[config.mk]
export PLATFORM = sky130hd
export DESIGN_NAME = interval_timer
export DESIGN_NICKNAME = d
export VERILOG_FILES = /design/src/rtl/ivt_pkg.sv /design/src/rtl/ivt_rate_div.sv /design/src/rtl/ivt_phase_acc.sv /design/src/rtl/ivt_irq_ctrl.sv /design/src/rtl/interval_timer.sv
export SDC_FILE = /design/constraint.sdc
export NUM_CORES = 1
export LEC_CHECK = 0
export ABC_CLOCK_PERIOD_IN_PS = 4550
export CAP_MARGIN = 20
export CELL_PAD_IN_SITES_DETAIL_PLACEMENT = 2
export CELL_PAD_IN_SITES_GLOBAL_PLACEMENT = 2
export CORE_ASPECT_RATIO = 1.75
export CORE_UTILIZATION = 39
export CTS_CLUSTER_SIZE = 28
export DETAILED_ROUTE_END_ITERATION = 8
export GPL_TIMING_DRIVEN = 0
export PLACE_DENSITY_LB_ADDON = 0.08
export SYNTH_ARGS = -nofsm -noshare
export SYNTH_HDL_FRONTEND = slang
export SYNTH_SLANG_ARGS = --single-unit
[constraint.sdc]
create_clock -name clk -period 4.55 [get_ports clk]
set_clock_uncertainty 0.05 [all_clocks]
set_input_delay 0.455 -clock clk [delete_from_list [all_inputs] [get_ports clk]]
set_output_delay 0.455 -clock clk [all_outputs]
set_load 0.1 [all_outputs]
[src/rtl/ivt_pkg.sv]
package ivt_pkg;
    typedef enum logic [1:0] {
        ST_STOP   = 2'd0,
        ST_DIVIDE = 2'd1,
        ST_RUN    = 2'd2
    } ivt_state_e;
endpackage

[src/rtl/ivt_rate_div.sv]
// Bit-serial restoring divider: BASE_RATE / (reload + 1), one quotient bit per cycle.
module ivt_rate_div #(
    parameter int RELOAD_W  = 16,
    parameter int BASE_RATE = 1000
) (
    input  logic                clk,
    input  logic                rst_n,
    input  logic                start,
    input  logic [RELOAD_W-1:0] reload,
    output logic                last,
    output logic [$clog2(BASE_RATE+1)-1:0] quot_next
);
    localparam int Q_W   = $clog2(BASE_RATE + 1);
    localparam int IDX_W = (Q_W > 1) ? $clog2(Q_W) : 1;
    localparam int DV_W  = RELOAD_W + 1;
    localparam int SH_W  = RELOAD_W + 2;
    localparam logic [Q_W-1:0] DIVIDEND = Q_W'(BASE_RATE);

    logic             busy_q;
    logic [IDX_W-1:0] idx_q;
    logic [DV_W-1:0]  rem_q;
    logic [DV_W-1:0]  dvs_q;
    logic [Q_W-1:0]   quot_q;

    logic [SH_W-1:0]  rem_sh;
    logic             ge;
    logic [DV_W-1:0]  rem_n;

    always_comb begin
        rem_sh    = {rem_q, DIVIDEND[idx_q]};
        ge        = (rem_sh >= {1'b0, dvs_q});
        rem_n     = ge ? DV_W'(rem_sh - {1'b0, dvs_q}) : rem_sh[DV_W-1:0];
        quot_next = {quot_q[Q_W-2:0], ge};
        last      = busy_q && (idx_q == '0);
    end

    always_ff @(posedge clk or negedge rst_n) begin
        if (!rst_n) begin
            busy_q <= 1'b0;
            idx_q  <= '0;
            rem_q  <= '0;
            dvs_q  <= DV_W'(1);
            quot_q <= '0;
        end else if (start) begin
            busy_q <= 1'b1;
            idx_q  <= IDX_W'(Q_W - 1);
            rem_q  <= '0;
            dvs_q  <= {1'b0, reload} + DV_W'(1);
            quot_q <= '0;
        end else if (busy_q) begin
            rem_q  <= rem_n;
            quot_q <= quot_next;
            idx_q  <= idx_q - IDX_W'(1);
            if (idx_q == '0) busy_q <= 1'b0;
        end
    end

    // Partial remainder always stays below the divisor (R2 rate correctness).
    assert_rem_below_divisor_R2: assert property (@(posedge clk) disable iff (!rst_n)
        busy_q |-> (rem_q < dvs_q));

    // Step index never leaves the quotient width (R3 fixed latency).
    assert_step_in_range_R3: assert property (@(posedge clk) disable iff (!rst_n)
        busy_q |-> (idx_q <= IDX_W'(Q_W - 1)));
endmodule

[src/rtl/ivt_phase_acc.sv]
// Phase accumulator: adds the rate each enabled cycle, wraps at CLK_HZ.
module ivt_phase_acc #(
    parameter int CLK_HZ = 50_000_000,
    parameter int Q_W    = 10
) (
    input  logic           clk,
    input  logic           rst_n,
    input  logic           clr,
    input  logic           en,
    input  logic [Q_W-1:0] rate,
    output logic           fire
);
    localparam int ACC_W = $clog2(CLK_HZ + (1 << Q_W)) + 1;
    localparam logic [ACC_W-1:0] WRAP = ACC_W'(CLK_HZ);

    logic [ACC_W-1:0] acc_q;
    logic [ACC_W-1:0] sum;

    always_comb begin
        sum  = acc_q + ACC_W'(rate);
        fire = en && (sum >= WRAP);
    end

    always_ff @(posedge clk or negedge rst_n) begin
        if (!rst_n)      acc_q <= '0;
        else if (clr)    acc_q <= '0;
        else if (en)     acc_q <= fire ? (sum - WRAP) : sum;
    end

    // Remainder is carried below one second's worth of clocks.
    assert_phase_bounded_R4: assert property (@(posedge clk) disable iff (!rst_n)
        acc_q < WRAP);
endmodule

[src/rtl/ivt_irq_ctrl.sv]
// Interrupt level: restart clears, period end sets, read acknowledge clears.
module ivt_irq_ctrl (
    input  logic clk,
    input  logic rst_n,
    input  logic restart,
    input  logic period_end,
    input  logic ack,
    output logic irq
);
    always_ff @(posedge clk or negedge rst_n) begin
        if (!rst_n)          irq <= 1'b0;
        else if (restart)    irq <= 1'b0;
        else if (period_end) irq <= 1'b1;
        else if (ack)        irq <= 1'b0;
    end

    assert_write_clears_R7: assert property (@(posedge clk) disable iff (!rst_n)
        restart |=> !irq);

    assert_end_sets_R6: assert property (@(posedge clk) disable iff (!rst_n)
        (period_end && !restart) |=> irq);

    assert_ack_clears_R5: assert property (@(posedge clk) disable iff (!rst_n)
        (ack && !period_end && !restart) |=> !irq);

    assert_rise_only_on_end_R4: assert property (@(posedge clk) disable iff (!rst_n)
        $rose(irq) |-> $past(period_end));
endmodule

[src/rtl/interval_timer.sv]
module interval_timer #(
    parameter int CLK_HZ    = 50_000_000,
    parameter int RELOAD_W  = 16,
    parameter int BASE_RATE = 1000
) (
    input  logic                clk,
    input  logic                rst_n,
    input  logic                wr_reload,
    input  logic [RELOAD_W-1:0] reload_in,
    input  logic                rd_count,
    output logic                irq
);
    import ivt_pkg::*;

    localparam int Q_W = $clog2(BASE_RATE + 1);

    ivt_state_e      state_q, state_d;
    logic [Q_W-1:0]  rate_q;
    logic            div_last;
    logic [Q_W-1:0]  div_quot;
    logic            acc_en, acc_clr, period_end;

    ivt_rate_div #(.RELOAD_W(RELOAD_W), .BASE_RATE(BASE_RATE)) u_div (
        .clk       (clk),
        .rst_n     (rst_n),
        .start     (wr_reload),
        .reload    (reload_in),
        .last      (div_last),
        .quot_next (div_quot)
    );

    // State register
    always_ff @(posedge clk or negedge rst_n) begin
        if (!rst_n) begin
            state_q <= ST_RUN;
            rate_q  <= Q_W'(BASE_RATE);
        end else begin
            state_q <= state_d;
            if (!wr_reload && div_last && state_q == ST_DIVIDE) rate_q <= div_quot;
        end
    end

    // Next state and outputs
    always_comb begin
        state_d = state_q;
        acc_en  = 1'b0;
        acc_clr = wr_reload;
        unique case (state_q)
            ST_RUN: begin
                acc_en = 1'b1;
            end
            ST_DIVIDE: begin
                if (div_last) begin
                    acc_clr = 1'b1;
                    state_d = (div_quot == '0) ? ST_STOP : ST_RUN;
                end
            end
            ST_STOP: begin
                state_d = ST_STOP;
            end
            default: state_d = ST_STOP;
        endcase
        if (wr_reload) state_d = ST_DIVIDE;
    end

    ivt_phase_acc #(.CLK_HZ(CLK_HZ), .Q_W(Q_W)) u_acc (
        .clk   (clk),
        .rst_n (rst_n),
        .clr   (acc_clr),
        .en    (acc_en),
        .rate  (rate_q),
        .fire  (period_end)
    );

    ivt_irq_ctrl u_irq (
        .clk        (clk),
        .rst_n      (rst_n),
        .restart    (wr_reload),
        .period_end (period_end),
        .ack        (rd_count),
        .irq        (irq)
    );

    assert_stopped_quiet_R8: assert property (@(posedge clk) disable iff (!rst_n)
        (state_q == ST_STOP) |-> !irq);

    assert_rewrite_restarts_R9: assert property (@(posedge clk) disable iff (!rst_n)
        wr_reload |=> (state_q == ST_DIVIDE));

    assert_no_end_while_dividing_R3: assert property (@(posedge clk) disable iff (!rst_n)
        (state_q == ST_DIVIDE) |-> !period_end);

    assert_running_rate_nonzero_R2: assert property (@(posedge clk) disable iff (!rst_n)
        (state_q == ST_RUN) |-> (rate_q != '0));
endmodule

==> run summary, run 1 <==
- **pre-CTS worst setup slack** -328.4 ps
- **Syn-to-layout area delta** 14.27%
- **leading post-synthesis cells by cell area** sky130_fd_sc_hd__dfrtp_1, sky130_fd_sc_hd__ha_1, sky130_fd_sc_hd__xnor2_1
- **Setup TNS** 0 ps
- **critical path, cell by cell** ha_1 > inv_1 > fa_1 > nor2b_1 > o2111ai_1 > a311oi_1 > xor2_1 > o221a_2 > nand4_1 > a2111oi_4 > a221o_1 > buf_6 > nand3_1 > a31o_1 > mux2_2
- **setup slack, reg-to-reg** 180 ps
- **Total Power Consumption** 2.769 mW
- **biggest fanout along the worst timing path** 10
- **average wire per standard cell** 23.32 µm
- **Fmax achieved** 0.2287 GHz
- **antenna viol nets, final** 0
- **number of rows in the core area** 61
- **Clock Sinks** 88
- **antenna violations before repair** 0
- **transition time at the pin with the least slew margin** 970.5 ps
- **status** finished, final reports clean
- **root buffer cell** sky130_fd_sc_hd__clkbuf_16
- **type of element launching the critical path** flip-flop
- **fraction of registers with async set or reset after synthesis** 100.0%
- **critical path type** flip-flop to flip-flop
- **number of DRC markers in iteration 0** 157
- **die span in x** 97.83 µm
- **Core Area** 15800 µm²
- **clock buffer count from CTS** 9
- **max-cap violations** 0
- **global route total overflow** 0
- **number of cells after detailed placement** 928
- **routing layer with the top usage in global route** met2
- **Placed Instance Area** 6735 µm²
- **count of nets after finishing** 807
- **fill cell count** 1791
- **crit-path leading delay family** compound AO/OA/AOI/OAI gates
- **worst path setup slack after routing** 178.2 ps
- **insertion delay to the later sink of the worst-skew pair** 350 ps
- **sum of buffers and inverters on the critical path** 2
- **number of levels the H-tree was split into** 3
- **CTS tree** yes
- **reg-to-reg startpoint** rate_q[0]
- **number of buffers between clock root and the deepest sink** 2
- **die height** 169.7 µm
- **syn_area_per_cell** 8.729 µm²
- **overall routed net length** 22.08 mm
- **number of design rule violations left after detail routing** 0
- **Leak Pwr** 3.099 nW
- **met2 layer usage reported by global route** 57.47%
- **non-filler instance count after layout** 947
- **maximum resistive drop on vdd** 181.7 µV
- **hold buffer count at cts** 0
- **top post-synthesis cells by count** sky130_fd_sc_hd__dfrtp_1, sky130_fd_sc_hd__nor2_1, sky130_fd_sc_hd__nand2_1
- **half-perimeter wire length after detailed placement** 17.31 mm
- **most frequently used cell type in the post-synthesis netlist** sky130_fd_sc_hd__dfrtp_1
- **Slew headroom** 35.10%
- **Final Hold Viols** 0
- **Arrival @ worst endpoint** 4560 ps
- **required time reported for the critical path endpoint** 4740 ps
- **Port-buffer cells** 19
- **die area** 16600 µm²
- **post-synth top area share** 31.94%
- **final-report max-slew violation count** 0
- **setup repair after global routing missed its margin** false
- **power density normalized to cell area** 386.6 nW/µm²
- **mapped cell area** 6267 µm²
- **highest-delay cell along the critical path** sky130_fd_sc_hd__a311oi_1
- **final-report setup violation count** 0
- **Min Clock Period, post-route** 4372 ps
- **clock-pin slew reported for the worst setup and hold paths after clock tree synthesis** 70 ps
- **main flop type after synthesis** sky130_fd_sc_hd__dfrtp_1
- **total vias in the final route** 5672
- **Crit path largest cell delay** 440 ps
- **final clock period utilization by the worst path** 96.08%
- **kind of end point of the critical path** flip-flop
- **startpoint of the most critical setup path** rate_q[0]
- **top-level I/O count** 21
- **Synth area leader** sky130_fd_sc_hd__dfrtp_1
- **Cells after Synth** 718
- **count of state elements after synthesis** 88
- **fraction of final layout cells sized beyond drive strength 1** 10.16%
- **distinct cell type count after synthesis** 70
- **Final Core Density** 45.33%
- **worst-case hold slack** 3.611 ps
- **total iterations of the first detailed-routing run** 4
- **Min-Delay Path Class** input pin to asynchronous set/reset pin
- **post-route design area** 7162 µm²
- **sequential element share of the synthesized area** 35.30%
- **number of warning messages in the yosys log** 0
- **GR Util met3** 2.348%
- **maximum number of pins on one net before global-route repair** 55
- **met1 Resource Use GR** 24.53%
- **initial cell density of the core** 39.67%
- **overall fraction of global-route tracks in use** 27.72%
- **RePlAce Congestion** 0.8788
- **number of global-route vias before repair** 6559
- **vias per inst** 5.989
- **global-route wire length before repair** 34.77 mm
- **net count after synthesis** 771
- **Antenna Cells** 0
- **EDFF count, synth** 0
-- metal layers --
metal	wire, µm	vias up	share of wire (%)
met4	1416	0	6.4
met3	319	58	1.4
met5	0	-	0
met2	13040	91	59
met1	7303	2869	33
li1	-	2654	-
-- path summary, 6_finish.rpt --
kind / to / cells past startpoint
setup / recovery: u_acc.acc_q[11] / 15
hold / removal: u_acc.acc_q[13] / 1
setup reg to reg: u_acc.acc_q[11] / 15
hold reg to reg: u_div.dvs_q[0] / 2
max in group asynchronous: rate_q[3] / 2
min in group clk: u_div.dvs_q[0] / 2
-- sequential cells by signal (all words and copies together) (netlist names) --
signal        count
rate_q           10
state_q           2
u_acc.acc_q      27
u_div.busy_q      1
u_div.dvs_q      17
u_div.idx_q       4
u_div.quot_q      9
u_div.rem_q      17
u_irq.irq         1
-- logic make-up after synthesis --
| family | after synthesis | synth area share, % |
|---|---|---|
| xor gates and xnor gates | 60 | 8.385 |
| buffers and inverters | 63 | 4.192 |
| AOI/OAI and AO/OA | 188 | 20.66 |
| DFF | 88 | 35.30 |
| muxes | 27 | 4.492 |
| adders and majority gates | 33 | 6.828 |
| and+or+nand+nor | 259 | 20.14 |
-- where the power goes --
group	switching (mW)	total [mW]	internal, mW
Sequential	0.103	0.999	0.896
Clock	0.332	0.698	0.366
Combinational	0.633	1.07	0.439
-- final cells by class --
class	instances	area [µm²]	area share (%)
Multi-Input combinational cell	567	3936	54.96
Sequential cell	88	2212	30.89
Timing Repair Buffer	25	256.5	3.581
Tap cell	189	236.5	3.302
Clock buffer	11	232.7	3.249
Buffer	32	148.9	2.079
Inverter	31	116.4	1.625
Clock inverter	4	22.52	0.3145
-- layout by cell type, fill, tap and decap left out, types with 23 or more instances in the layout --
cell type and count:
sky130_fd_sc_hd__a21oi_1 39, sky130_fd_sc_hd__clkbuf_1 24, sky130_fd_sc_hd__nand2_1 63, sky130_fd_sc_hd__ha_1 31, sky130_fd_sc_hd__nand3_1 23, sky130_fd_sc_hd__o21ai_0 39
sky130_fd_sc_hd__xnor2_1 33, sky130_fd_sc_hd__dfrtp_1 80, sky130_fd_sc_hd__inv_1 31, sky130_fd_sc_hd__xor2_1 24, sky130_fd_sc_hd__nor2_1 75
-- what timing repair did --
item,CTS,global route
pin swaps,0,6
gates cloned,0,0
endpoints found under the setup margin,32,32
buffers inserted,0,4
gates resized for setup,7,21
Note: power is estimated with default switching activity, not from simulation.
==> run 2: changes to the inputs <==
--- a/config.mk
+++ b/config.mk
@@ -5,16 +5,17 @@
 export SDC_FILE = /design/constraint.sdc
 export NUM_CORES = 1
 export LEC_CHECK = 0
-export ABC_CLOCK_PERIOD_IN_PS = 4550
+export ABC_CLOCK_PERIOD_IN_PS = 3900
 export CAP_MARGIN = 20
 export CELL_PAD_IN_SITES_DETAIL_PLACEMENT = 2
 export CELL_PAD_IN_SITES_GLOBAL_PLACEMENT = 2
 export CORE_ASPECT_RATIO = 1.75
-export CORE_UTILIZATION = 39
+export CORE_UTILIZATION = 35
 export CTS_CLUSTER_SIZE = 28
 export DETAILED_ROUTE_END_ITERATION = 8
 export GPL_TIMING_DRIVEN = 0
 export PLACE_DENSITY_LB_ADDON = 0.08
+export SLEW_MARGIN = 20
 export SYNTH_ARGS = -nofsm -noshare
 export SYNTH_HDL_FRONTEND = slang
 export SYNTH_SLANG_ARGS = --single-unit
==> constraint.sdc (replaced) <==
create_clock -name clk -period 3.9 [get_ports clk]
set_clock_uncertainty 0.05 [all_clocks]
set_input_delay 0.39 -clock clk [delete_from_list [all_inputs] [get_ports clk]]
set_output_delay 0.39 -clock clk [all_outputs]
set_load 0.1 [all_outputs]
==> run 2 against run 1 <==
Final area is 11% higher. Largest power group unchanged. Routed wire length rose by 12%. Clock power increased by 36%. Combinational power increased by 33%. Non-clock buffer count up 35. First-iteration DRC count up 22%. Largest cell class unchanged. Utilization down 0.15 points. Sequential power is 16% higher. The flow now finishes with violations (setup timing). Register-to-register slack got worse by 600 ps. Via count up 4.4%. Critical path type unchanged. Worst hold slack improved by 420 ps.
==> run summary, run 2 (synthesized netlist as in run 1, its figures left out) <==
- **total iterations of the first detailed-routing run** 4
- **register bank with the most flops** u_acc.acc_q
- **status** finished, violations left
- **fraction of final layout cells sized beyond drive strength 1** 20.03%
- **insertion delay to the later sink of the worst-skew pair** 360 ps
- **die span in x** 103.2 µm
- **Min Clock Period, post-route** 4325 ps
- **required time reported for the critical path endpoint** 4100 ps
- **worst path setup slack after routing** -425.0 ps
- **overall routed net length** 24.63 mm
- **RePlAce Congestion** 0.8330
- **maximum number of pins on one net before global-route repair** 65
- **non-filler instance count after layout** 1025
- **initial cell density of the core** 35.74%
- **logic depth of the worst register-to-register path** 12
- **leading cell type in the layout, fill and taps excluded** sky130_fd_sc_hd__dfrtp_1
- **Clock Sinks** 88
- **Final Core Density** 45.18%
- **Setup TNS** -6052 ps
- **Syn-to-layout area delta** 26.41%
- **critical path, cell by cell** ha_1 > a211o_2 > a21o_1 > nor4_1 > o311ai_4 > a311oi_2 > o21ai_2 > a221o_1 > buf_4 > a21o_1 > a31o_1 > mux2_4
- **number of global-route vias before repair** 6637
- **flip-flop count of the largest register, all copies and words added** 27
- **clock buffer count from CTS** 9
- **commonest cells after routing, fill and taps aside** sky130_fd_sc_hd__dfrtp_1, sky130_fd_sc_hd__nor2_1, sky130_fd_sc_hd__nand2_1, sky130_fd_sc_hd__a21oi_1, sky130_fd_sc_hd__buf_4
- **power density normalized to cell area** 445.4 nW/µm²
- **max-cap violations** 0
- **overall fraction of global-route tracks in use** 27.11%
- **antenna viol nets, final** 0
- **number of cells after detailed placement** 970
- **biggest fanout along the worst timing path** 7
- **Internal Pwr Total** 2.183 mW
- **critical path type** flip-flop to flip-flop
- **die height** 179.0 µm
- **clock-pin slew reported for the worst setup and hold paths after clock tree synthesis** 70 ps
- **total vias in the final route** 5920
- **pre-CTS worst setup slack** -954.1 ps
- **wire length on met3** 286 µm
- **Leak Pwr** 3.411 nW
- **Slew headroom** 33.66%
- **clock network fraction of total power** 26.8%
- **number of rows in the core area** 64
- **vias per inst** 5.776
- **routed length on met1** 8.637 mm
- **final-report setup violation count** 20
- **count of nets after finishing** 842
- **number of levels the H-tree was split into** 3
- **Combinational Power Share** 40.3%
- **Fmax achieved** 0.2312 GHz
- **Total Power Consumption** 3.529 mW
- **global-route wire length before repair** 36.59 mm
- **Crit path largest cell delay** 630 ps
- **die area** 18470 µm²
- **type of element launching the critical path** flip-flop
- **met2 layer wire length in the routed design** 14.53 mm
- **CTS tree** yes
- **average wire per standard cell** 24.03 µm
- **number of buffers between clock root and the deepest sink** 2
- **fill cell count** 1886
- **switching power summed over all nets** 1.345 mW
- **antenna violations before repair** 0
- **biggest regs** u_acc.acc_q x27, u_div.dvs_q x17, u_div.rem_q x17
- **final clock period utilization by the worst path** 110.9%
- **half-perimeter wire length after detailed placement** 17.64 mm
- **transition time at the pin with the least slew margin** 991.9 ps
- **Min-Delay Path Class** input pin to asynchronous set/reset pin
- **Core Area** 17540 µm²
- **root buffer cell** sky130_fd_sc_hd__clkbuf_16
- **number of DRC markers in iteration 0** 192
- **DR top layer** met4
- **Port-buffer cells** 19
- **Antenna Cells** 0
- **maximum resistive drop on vdd** 259.7 µV
- **kind of end point of the critical path** flip-flop
- **number of design rule violations left after detail routing** 0
- **Arrival @ worst endpoint** 4520 ps
- **setup repair after global routing missed its margin** true
- **Final Hold Viols** 0
- **failing checks** setup timing
- **Sw Ratio** 38.12%
- **top-level I/O count** 21
- **final-report max-slew violation count** 0
- **sequential cell fraction of total power** 32.9%
- **global route total overflow** 0
- **highest-delay cell along the critical path** sky130_fd_sc_hd__nor4_1
- **most frequent cell on the critical path** sky130_fd_sc_hd__a21o_1
run 2: cell count changes in the layout (fill, tap and decap cells not counted), sizes merged:
cell,change
clkinv,-3
dlygate4sd3,+1
buf,+35
bufinv,+1
clkinvlp,+1
inv,+4
clkbuf,-3
run 2: worst paths after layout:
kind                                   endpoint  slack [ps]           start
worst max-delay path            u_acc.acc_q[11]        -420       rate_q[7]
worst min-delay path             u_acc.acc_q[9]         420           rst_n
worst max register to register  u_acc.acc_q[11]        -420       rate_q[7]
worst min register to register   u_div.dvs_q[0]         430  u_div.dvs_q[0]
max in group asynchronous            state_q[1]        2720           rst_n
min in group clk                 u_div.dvs_q[0]         430  u_div.dvs_q[0]
run 2: worst max-delay path: cells and delay by family (launching register included):
family          cells  cell delay (ps)
flops               1              540
fa+ha+maj           1              320
buf+inv             1              160
compound gates      8             2270
mux                 1              250
simple gates        1              630
run 2: per-stage QoR:
step / hold slack (ps) / instance area (µm²)
after CTS: 422.5 / 7458
after detailed placement: 237.0 / 6788
after global routing: 458.7 / 7923
after global placement: 412.8 / 6746
after floorplan: 44.41 / 6267
final: 420.4 / 7923
run 2: power by group through the flow:
stage	clock network, mW	logic (mW)	registers (mW)
after global routing	0.999	1.56	1.18
after floorplan	0	0.855	1.13
after detailed placement	0	1.21	1.17
final	0.947	1.42	1.16
after global placement	0	1.14	1.17
after CTS	0.974	1.29	1.16
run 2: layout make-up:
cell class                 count  area (µm²)  share of cell area [%]
tap                          231       289.0                   3.648
timing repair buffer          61       599.3                   7.565
sequential                    88        2212                   27.92
clock buffer                   9       225.2                   2.843
buffer                        31       168.9                   2.132
multi-input combinational    567        4227                   53.35
clock inverter                 7       85.08                   1.074
inverter                      31       116.4                   1.469
run 2: routing by layer:
metal,GRT usage (%),up-vias
li1,-,2724
met1,25.20,3057
met2,55.47,86
met3,2.690,53
met4,13.91,0
met5,0,-
run 2: repair_timing:
| item | CTS | global route |
|---|---|---|
| setup buffers | 16 | 23 |
| gates cloned | 0 | 1 |
| resized for setup | 50 | 55 |
| hold buffers | 1 | 0 |
| endpoints found under the hold margin | 24 | 0 |
| setup endpoints to repair | 39 | 35 |
| pin swaps | 21 | 32 |
==> run 3: changes to the inputs <==
--- a/config.mk
+++ b/config.mk
@@ -10,6 +10,7 @@
 export CELL_PAD_IN_SITES_DETAIL_PLACEMENT = 2
 export CELL_PAD_IN_SITES_GLOBAL_PLACEMENT = 2
 export CORE_ASPECT_RATIO = 1.75
+export CORE_MARGIN = 1.5
 export CORE_UTILIZATION = 35
 export CTS_CLUSTER_SIZE = 28
 export DETAILED_ROUTE_END_ITERATION = 8
==> run 3 against run 2 <==
The run still ends with setup timing left. Sequential power about the same. Combinational power shrank 4%. Power is 2.6% lower. Critical path type unchanged. Die area is 1.5% higher. Worst setup slack better by 210 ps. Clock-buffer cell count rose by 1. Largest cell class unchanged.
==> run summary, run 3 (synthesized netlist as in run 1, its figures left out) <==
- **met2 layer usage reported by global route** 52.11%
- **maximum number of pins on one net before global-route repair** 72
- **overall fraction of global-route tracks in use** 25.23%
- **logic depth of the worst register-to-register path** 15
- **biggest fanout along the worst timing path** 8
- **average wire per standard cell** 22.59 µm
- **Slew headroom** 33.74%
- **antenna violations before repair** 0
- **count of nets after finishing** 830
- **Arrival @ worst endpoint** 4310 ps
- **maximum resistive drop on vdd** 206.5 µV
- **flip-flop count of the largest register, all copies and words added** 27
- **Core Area** 17540 µm²
- **die height** 180.0 µm
- **final clock period utilization by the worst path** 105.6%
- **crit-path leading delay family** compound AO/OA/AOI/OAI gates
- **worst-case hold slack** 395.9 ps
- **kind of end point of the critical path** flip-flop
- **reg-to-reg startpoint** u_acc.acc_q[0]
- **CTS tree** yes
- **setup slack, reg-to-reg** -220 ps
- **Port-buffer cells** 19
- **clock-pin slew reported for the worst setup and hold paths after clock tree synthesis** 70 ps
- **total vias in the final route** 5839
- **number of buffers between clock root and the deepest sink** 2
- **sum of buffers and inverters on the critical path** 2
- **RePlAce Congestion** 0.8338
- **GR Util met3** 2.387%
- **commonest cells after routing, fill and taps aside** sky130_fd_sc_hd__dfrtp_1, sky130_fd_sc_hd__nor2_1, sky130_fd_sc_hd__nand2_1, sky130_fd_sc_hd__a21oi_1, sky130_fd_sc_hd__xnor2_1
- **leading cell type in the layout, fill and taps excluded** sky130_fd_sc_hd__dfrtp_1
- **Final Core Density** 43.71%
- **pre-CTS worst setup slack** -919.4 ps
- **top-level I/O count** 21
- **highest-delay cell along the critical path** sky130_fd_sc_hd__a211o_4
- **critical path type** flip-flop to flip-flop
- **total iterations of the first detailed-routing run** 4
- **power density normalized to cell area** 448.3 nW/µm²
- **antenna viol nets, final** 0
- **worst path setup slack after routing** -218.6 ps
- **insertion delay to the later sink of the worst-skew pair** 360 ps
- **clock buffer count from CTS** 9
- **number of rows in the core area** 64
- **Fmax achieved** 0.2428 GHz
- **met1 Resource Use GR** 23.91%
- **number of levels the H-tree was split into** 3
- **transition time at the pin with the least slew margin** 990.9 ps
- **global-route wire length before repair** 36.59 mm
- **status** finished, violations left
- **number of DRC markers in iteration 0** 251
- **Min-Delay Path Class** input pin to asynchronous set/reset pin
- **Final Hold Viols** 0
- **biggest regs** u_acc.acc_q x27, u_div.dvs_q x17, u_div.rem_q x17
- **Crit path largest cell delay** 410 ps
- **register bank with the most flops** u_acc.acc_q
- **die span in x** 104.2 µm
- **critical path, cell by cell** ha_2 > inv_2 > fa_2 > nand2b_4 > a21o_4 > a211o_4 > a211oi_4 > xor2_2 > nand3_2 > a2111oi_4 > a221o_1 > buf_6 > nand3_2 > a31o_1 > mux2_4
- **initial cell density of the core** 35.74%
- **max-cap violations** 0
- **fraction of final layout cells sized beyond drive strength 1** 17.39%
- **Clock Sinks** 88
- **die area** 18750 µm²
- **routing layer with the top usage in global route** met2
- **root buffer cell** sky130_fd_sc_hd__clkbuf_16
- **global route total overflow** 0
- **half-perimeter wire length after detailed placement** 17.30 mm
- **Antenna Cells** 0
- **overall routed net length** 22.89 mm
- **type of element launching the critical path** flip-flop
- **final-report max-slew violation count** 0
- **most frequent cell on the critical path** sky130_fd_sc_hd__nand3_2
- **fill cell count** 1903
- **required time reported for the critical path endpoint** 4100 ps
- **number of global-route vias before repair** 6783
- **setup repair after global routing missed its margin** true
- **Min Clock Period, post-route** 4119 ps
- **number of design rule violations left after detail routing** 0
- **failing checks** setup timing
- **vias per inst** 5.764
- **final-report setup violation count** 20
- **Leak Pwr** 3.335 nW
- **Worst R2R End** u_acc.acc_q[11]
- **Syn-to-layout area delta** 22.32%
run 3: changes by cell type in the layout (fill, tap and decap cells not counted), moves of 3 or more:
cell,delta
sky130_fd_sc_hd__xnor2_2,-4
sky130_fd_sc_hd__o21ai_1,-3
sky130_fd_sc_hd__buf_12,-3
sky130_fd_sc_hd__a21oi_1,+3
sky130_fd_sc_hd__xnor2_1,+4
sky130_fd_sc_hd__buf_4,-4
sky130_fd_sc_hd__a21oi_2,-3
run 3: power breakdown:
part           internal, mW  switching [mW]  total, mW
logic                 0.604           0.757       1.36
registers              1.05           0.121       1.17
clock network         0.501           0.408      0.909
run 3: worst register-to-register path, cell delays in order, from the launching register on:
cell                        delay [ps]
sky130_fd_sc_hd__dfrtp_1           370
sky130_fd_sc_hd__ha_2              200
sky130_fd_sc_hd__inv_2              40
sky130_fd_sc_hd__fa_2              380
sky130_fd_sc_hd__nand2b_4          160
sky130_fd_sc_hd__a21o_4            220
sky130_fd_sc_hd__a211o_4           410
sky130_fd_sc_hd__a211oi_4          260
sky130_fd_sc_hd__xor2_2            300
sky130_fd_sc_hd__nand3_2           170
sky130_fd_sc_hd__a2111oi_4         390
sky130_fd_sc_hd__a221o_1           310
sky130_fd_sc_hd__buf_6             200
sky130_fd_sc_hd__nand3_2            90
sky130_fd_sc_hd__a31o_1            220
sky130_fd_sc_hd__mux2_4            250
run 3: timing repair:
| item | in CTS | in global routing |
|---|---|---|
| gates cloned | 1 | 0 |
| setup buffers | 16 | 11 |
| endpoints found under the hold margin | 17 | 0 |
| setup endpoints to repair | 39 | 33 |
| gates resized for setup | 70 | 20 |
| pin swaps | 22 | 14 |
| hold buffers | 1 | 0 |
run 3: how the worst max path moves through the flow:
stage                   start              end  slack, ps  depth (start not counted)
6_report       u_acc.acc_q[0]  u_acc.acc_q[11]       -220                         15
5_1_grt        u_acc.acc_q[0]  u_acc.acc_q[13]       -350                         16
4_1_cts        u_acc.acc_q[0]  u_acc.acc_q[11]       -180                         15
3_5_place_dp   u_div.idx_q[0]  u_div.rem_q[12]       -920                         18
3_3_place_gp            rst_n  u_div.rem_q[11]      -1120                          1
2_1_floorplan       rate_q[0]  u_acc.acc_q[11]         70                         14
run 3: layout make-up:
cell class	instances	area, µm²	area share [%]
Timing Repair Buffer	50	457.9	5.974
Buffer	30	155.1	2.024
Tap cell	231	289.0	3.770
Sequential cell	88	2212	28.86
Clock inverter	6	66.31	0.8650
Clock buffer	10	229.0	2.987
Multi-Input combinational cell	567	4140	54.01
Inverter	31	116.4	1.518
run 3: metal layers:
metal | vias to the layer above | part of all wire (%) | routed length, µm
met5 | - | 0 | 0
met1 | 3020 | 35 | 7958
li1 | 2696 | - | -
met2 | 77 | 60 | 13640
met3 | 46 | 1.2 | 269
met4 | 0 | 4.4 | 1014
run 3: through the flow:
| stage | cells | power (mW) | setup TNS [ps] | instance area, µm² |
|---|---|---|---|---|
| final | 1013 | 3.437 | -2567 | 7666 |
| after global routing | 1013 | 3.664 | -5548 | 7666 |
| after CTS | 1004 | 3.367 | -1945 | 7513 |
| after detailed placement | 970 | 2.377 | -28350 | 6788 |
| after global placement | 968 | 2.307 | -113630 | 6746 |
| after floorplan | 718 | 1.988 | 0 | 6267 |
